$ cat src/rtl/ep_pkg.sv
package ep_pkg;
    typedef enum logic [1:0] {
        ST_IDLE   = 2'd0,
        ST_ACTIVE = 2'd1,
        ST_GAP    = 2'd2
    } ep_state_e;
endpackage

$ cat src/rtl/ep_accum.sv
module ep_accum #(
    parameter int INC_W = 16,
    parameter int THR_W = 16,
    parameter int ACC_W = 20
) (
    input  logic                    clk,
    input  logic                    rst,
    input  logic                    add_en,
    input  logic [INC_W-1:0]        inc,
    input  logic [THR_W-1:0]        thr,
    input  logic                    take,
    input  logic                    take_neg,
    output logic                    owe_pos,
    output logic                    owe_neg,
    output logic signed [ACC_W-1:0] acc
);
    logic signed [ACC_W-1:0] inc_x;
    logic signed [ACC_W-1:0] thr_x;
    logic signed [ACC_W-1:0] delta;
    logic signed [ACC_W-1:0] acc_nx;

    always_comb begin
        inc_x = {{(ACC_W-INC_W){inc[INC_W-1]}}, inc};
        thr_x = {{(ACC_W-THR_W){1'b0}}, thr};
        if (take)
            delta = take_neg ? thr_x : -thr_x;
        else
            delta = '0;
        acc_nx = acc + (add_en ? inc_x : '0) + delta;
    end

    always_ff @(posedge clk) begin
        if (rst)
            acc <= '0;
        else
            acc <= acc_nx;
    end

    assign owe_pos = (thr != '0) && (acc >= thr_x);
    assign owe_neg = (thr != '0) && (acc <= -thr_x);
endmodule

$ cat src/rtl/ep_timer.sv
module ep_timer #(
    parameter int CNT_W = 19
) (
    input  logic             clk,
    input  logic             rst,
    input  logic             load,
    input  logic [CNT_W-1:0] load_val,
    output logic             done
);
    logic [CNT_W-1:0] cnt;

    always_ff @(posedge clk) begin
        if (rst)
            cnt <= '0;
        else if (load)
            cnt <= load_val;
        else if (cnt != '0)
            cnt <= cnt - 1'b1;
    end

    assign done = (cnt == '0);
endmodule

$ cat src/rtl/ep_fsm.sv
module ep_fsm
    import ep_pkg::*;
(
    input  logic      clk,
    input  logic      rst,
    input  logic      owe_pos,
    input  logic      owe_neg,
    input  logic      tmr_done,
    input  logic      mech_sel,
    output ep_state_e state,
    output logic      fire,
    output logic      fire_neg,
    output logic      load,
    output logic      out_pulse,
    output logic      out_dir
);
    ep_state_e state_nx;
    logic      neg_q;
    logic      owe;

    assign owe      = owe_pos | owe_neg;
    assign fire_neg = owe_neg & ~owe_pos;

    always_comb begin
        state_nx = state;
        fire     = 1'b0;
        load     = 1'b0;
        unique case (state)
            ST_IDLE: begin
                if (owe) begin
                    fire     = 1'b1;
                    load     = 1'b1;
                    state_nx = ST_ACTIVE;
                end
            end
            ST_ACTIVE: begin
                if (tmr_done) begin
                    load     = 1'b1;
                    state_nx = ST_GAP;
                end
            end
            ST_GAP: begin
                if (tmr_done) begin
                    if (owe) begin
                        fire     = 1'b1;
                        load     = 1'b1;
                        state_nx = ST_ACTIVE;
                    end else begin
                        state_nx = ST_IDLE;
                    end
                end
            end
            default: state_nx = ST_IDLE;
        endcase
    end

    always_ff @(posedge clk) begin
        if (rst) begin
            state <= ST_IDLE;
            neg_q <= 1'b0;
        end else begin
            state <= state_nx;
            if (fire)
                neg_q <= fire_neg;
        end
    end

    always_comb begin
        logic act;
        act = (state == ST_ACTIVE);
        if (mech_sel) begin
            out_pulse = ~(act & ~neg_q);
            out_dir   = ~(act & neg_q);
        end else begin
            out_pulse = act;
            out_dir   = act & neg_q;
        end
    end
endmodule

$ cat src/rtl/energy_pulse_gen.sv
module energy_pulse_gen
    import ep_pkg::*;
#(
    parameter int INC_W     = 16,
    parameter int THR_W     = 16,
    parameter int SP_W      = 8,
    parameter int MECH_LOG2 = 19
) (
    input  logic             clk,
    input  logic             rst,
    input  logic             sample_valid,
    input  logic [INC_W-1:0] sample_inc,
    input  logic [THR_W-1:0] pulse_energy,
    input  logic [SP_W-1:0]  spacing,
    input  logic             mode_mech,
    input  logic             mode_step,
    output logic             out_pulse,
    output logic             out_dir
);
    localparam int ACC_W = ((INC_W > THR_W + 1) ? INC_W : THR_W + 1) + 3;
    localparam int CNT_W = (MECH_LOG2 > SP_W) ? MECH_LOG2 : SP_W;
    localparam logic [CNT_W-1:0] MECH_M1 = CNT_W'((64'd1 << MECH_LOG2) - 64'd1);

    logic                    mech_sel;
    logic                    owe_pos;
    logic                    owe_neg;
    logic                    fire;
    logic                    fire_neg;
    logic                    load;
    logic                    tmr_done;
    logic [CNT_W-1:0]        len_m1;
    logic signed [ACC_W-1:0] acc_q;
    ep_state_e               state;

    assign mech_sel = mode_mech & ~mode_step;

    always_comb begin
        if (mech_sel)
            len_m1 = MECH_M1;
        else if (spacing == '0)
            len_m1 = '0;
        else
            len_m1 = CNT_W'(spacing) - 1'b1;
    end

    ep_accum #(
        .INC_W(INC_W),
        .THR_W(THR_W),
        .ACC_W(ACC_W)
    ) u_accum (
        .clk      (clk),
        .rst      (rst),
        .add_en   (sample_valid),
        .inc      (sample_inc),
        .thr      (pulse_energy),
        .take     (fire),
        .take_neg (fire_neg),
        .owe_pos  (owe_pos),
        .owe_neg  (owe_neg),
        .acc      (acc_q)
    );

    ep_timer #(
        .CNT_W(CNT_W)
    ) u_timer (
        .clk      (clk),
        .rst      (rst),
        .load     (load),
        .load_val (len_m1),
        .done     (tmr_done)
    );

    ep_fsm u_fsm (
        .clk       (clk),
        .rst       (rst),
        .owe_pos   (owe_pos),
        .owe_neg   (owe_neg),
        .tmr_done  (tmr_done),
        .mech_sel  (mech_sel),
        .state     (state),
        .fire      (fire),
        .fire_neg  (fire_neg),
        .load      (load),
        .out_pulse (out_pulse),
        .out_dir   (out_dir)
    );
endmodule

$ cat config.mk
export PLATFORM = sky130hd
export DESIGN_NAME = energy_pulse_gen
export DESIGN_NICKNAME = d
export VERILOG_FILES = /design/src/rtl/ep_pkg.sv /design/src/rtl/ep_accum.sv /design/src/rtl/ep_timer.sv /design/src/rtl/ep_fsm.sv /design/src/rtl/energy_pulse_gen.sv
export SDC_FILE = /design/constraint.sdc
export NUM_CORES = 1
export LEC_CHECK = 0
export BUFFER_PORTS_ARGS = -buffer_cell sky130_fd_sc_hd__clkbuf_2
export CAP_MARGIN = 20
export CORE_MARGIN = 2
export CORE_UTILIZATION = 45
export CTS_BUF_LIST = sky130_fd_sc_hd__clkbuf_4 sky130_fd_sc_hd__clkbuf_8 sky130_fd_sc_hd__clkbuf_16
export DETAILED_ROUTE_END_ITERATION = 8
export HOLD_SLACK_MARGIN = 0.15
export PLACE_DENSITY = 0.69
export SLEW_MARGIN = 20
export SYNTH_ARGS = -nofsm -noshare
export SYNTH_HDL_FRONTEND = slang
export SYNTH_HIERARCHICAL = 1
export SYNTH_SLANG_ARGS = --single-unit
$ cat constraint.sdc
create_clock -name clk -period 6.6 [get_ports clk]
set_input_delay 0.33 -clock clk [delete_from_list [all_inputs] [get_ports clk]]
set_output_delay 0.33 -clock clk [all_outputs]
set_load 0.005 [all_outputs]
==> results.md <==
* Final worst slack at 0.3519 ns
* Cell variety after synth at 65
* Synthesized area per cell at 8.038 um^2
* I/O Buffers at 46
* Flop pwr share at 18.3%
* Fmax at 160.0 MHz
* Largest net degree at the start of global routing at 42
* Slowest library cell on the worst path: a41oi_1
* Top cell type's share of synthesized area at 17.35%
* RSZ-0062 raised after global routing: true
* Post-layout min period at approximately 6.2 ns
* Switching Share at 50.52%
* Synth top area cells: dfxtp_1 17%, ha_1 14%, fa_1 8.3%
* WHS at roughly 0.42 ns
* Root Buffer Master: clkbuf_8
* CTS tree: built
* Slew Limit Fails at 0
* R2R Setup Slk at 1.13 ns
* Clk buf depth at 2
* Period utilization at between 90% and 100%
* Main flop type after synthesis: dfxtp_1
* Top layer in use: met4
* Tot GR Track Use at 22.59%
* Most common cell in the netlist: ha_1
* Seq cells post-synth at 42
* # setup viols final at 0
* Max-cap violations at 0
* Worst VDD drop at 208.4 uV
* Placed cell areas at 5280 um^2
* DR vias at 4,659
* Power per cell area at 487.7 nW/um^2
* Postcts setup bufs at 0
* FFs w/ async S/R, synth at 0%
* GP Congestion at 0.8984
* Synthesis warning total at 6
* Util after Layout at between 50% and 60%
* Mapped Area at 4847 um^2
* Critical Path Sink Type: flip-flop
* H-Tree Level Count at 2
* Die Height at 107.8 um
* Synth cell count leaders: 56 x ha_1, 49 x nor2_1, 43 x nand2_1
* Max_slew headroom at 45.26%
* Initial Util at 46.74%
* Crit path arrival time at ~6.4 ns
* Total CTS buffers at 5
* Yosys top cell by area: dfxtp_1
* Vias in the first global route at 4,472
* Clock Pin Slew Worst Setup and Hold Paths at around 0.09 ns
* DP Worst Slack at between 0.015 and 0.02 ns
* Area of the core at 10,370 um^2
* Leakage power at roughly 2.3 nW
* Vias per inst at 5.897
* First-pass DRT Iterations at 5
* Crit Path Category: in2reg
* Syn Inst Count at 603
* Met2 routed WL at 5914 um
* Clock Sinks at 42
* M1 WL at 5811 um
* Area growth, synth to finish at 11.80%
* Placed cells at 782
* WL met3 at about 600 um
* Hpwl dp at 10,100 um
* Clock power frac at approximately 8%
* Initial antenna violation count at 0
* I/O pin total at 47
* Num rows at 37
* Worst Skew at 0.01191 ns
* Slew @ Worst Pin at 0.8211 ns
* Hold Vio Cnt, Final at 0
* Switching power total at 1.335 mW
* Worst EP required at approximately 6.8 ns
* CP Max Fanout at 15
* Crit path max-delay family: simple AND/OR/NAND/NOR gates
* First-pass GRT wire length at 21,200 um
* Nets@finish at 774
* DR WL/cell at 15.89 um
* Initial drt markers at around 440
* Post-route ant nets at 0
* WL final at 12,550 um
* Number of synthesized flops with an enable pin at 0
* Die W at 107.8 um
* Sequential element share of the synthesized area at 17.35%
* Slowest cell delay on critical path at 0.56 ns
* Hold crit path type: in2reg
* Ant. Diodes at 0
* Comb pwr share at 73.8%
* Cell Count, Final, Fillers Out at 790
* Worst-Skew Late Latency at 0.29 ns
* Internal power at 1.308 mW
* Crit path buffers/inverters at 3
* GR Overflow Total at 0
* Syn Nets at 724
* DRC Markers at 0
* Critical path launch point type: input port
* Fillers at 992
* Final Cell Area at 5419 um^2
* Total negative setup slack at 0 ns
* Die area at 11,620 um^2
* Run status: complete, no violations
* Overall power at 2.643 mW
* Layout cells sized above 1 at roughly 14%
==> cell families after synthesis <==
logic type | after synthesis | synth area share (%)
AO/OA/AOI/OAI | 160 | 21.50
XOR/XNOR | 46 | 8.312
adder cells (fa/ha/maj) | 76 | 22.72
buffers and inverters | 51 | 4.208
flip-flops | 42 | 17.35
multiplexers | 1 | 0.2065
AND/OR/NAND/NOR | 227 | 25.71
==> worst paths after layout <==
check                                end                        start  cells past startpoint
min reg2reg  u_fsm/state[1]$_SDFFE_PP0P_  u_fsm/state[1]$_SDFFE_PP0P_                      2
max reg2reg   u_accum/acc[14]$_SDFF_PP0_    u_accum/acc[0]$_SDFF_PP0_                     21
max           u_accum/acc[14]$_SDFF_PP0_              pulse_energy[6]                     25
min          u_timer/cnt[4]$_SDFFE_PP0P_                   spacing[4]                      4
==> area by class of cell <==
cell class	count	area [um^2]	share of cell area, %
Clock inverter	1	30.03	0.5541
Sequential cell	42	840.8	15.52
Clock buffer	7	83.83	1.547
Multi-Input combinational cell	510	3827	70.63
Inverter	33	123.9	2.286
Tap cell	136	170.2	3.140
Timing Repair Buffer	61	342.8	6.326
==> power groups by stage <==
stage / Clock (mW) / Sequential, mW / Combinational (mW)
finish: 0.207 / 0.485 / 1.95
global route: 0.224 / 0.506 / 2.18
CTS: 0.216 / 0.484 / 1.90
detailed placement: 0 / 0.490 / 1.89
global placement: 0 / 0.486 / 1.83
floorplan: 0 / 0.449 / 1.45
==> placed cells by master (no fill, tap or decap), types with 3 or more instances in the layout <==
cell and instances:
or3_1 18, o21a_1 4, xor2_1 11, nand3_1 9
clkbuf_2 46, nor4_1 9, dfxtp_1 42, fa_1 20
a211oi_1 9, ha_1 56, nand2_1 43, a21boi_0 9
or4_4 3, buf_4 15, or4_1 7, o41ai_2 3
o21bai_1 5, nor3_1 18, nand4_1 12, nor2b_1 12
clkbuf_8 5, nor2_1 49, inv_1 33, o31ai_1 6
and2_1 21, o21ai_0 39, nand2b_1 4, a21oi_1 37
o221ai_1 3, nor3_2 3, a21o_1 8, o211ai_1 7
a2111oi_0 5, xnor2_1 35, a31oi_1 4
==> registers in the layout (all words and copies together), names as in the netlist <==
name and count:
u_accum/acc 20, u_fsm/neg_q 1, u_fsm/state 2, u_timer/cnt 19
==> timing repair <==
action,in CTS,in global routing
hold buffers,0,0
gates resized for setup,0,6
setup endpoints to repair,0,6
==> worst min-delay path: cells and delay by family <==
family | cells | cell delay (ns)
AOI/OAI and AO/OA | 2 | 0.15
buffers and inverters | 1 | 0.11
and+or+nand+nor | 1 | 0.07
==> routing by layer <==
layer | global-route usage [%] | vias up
met5 | 0 | -
met4 | 5.861 | 0
met3 | 1.937 | 15
met2 | 38.54 | 151
met1 | 30.65 | 2195
li1 | - | 2298
(Power assumes the default switching activity.)
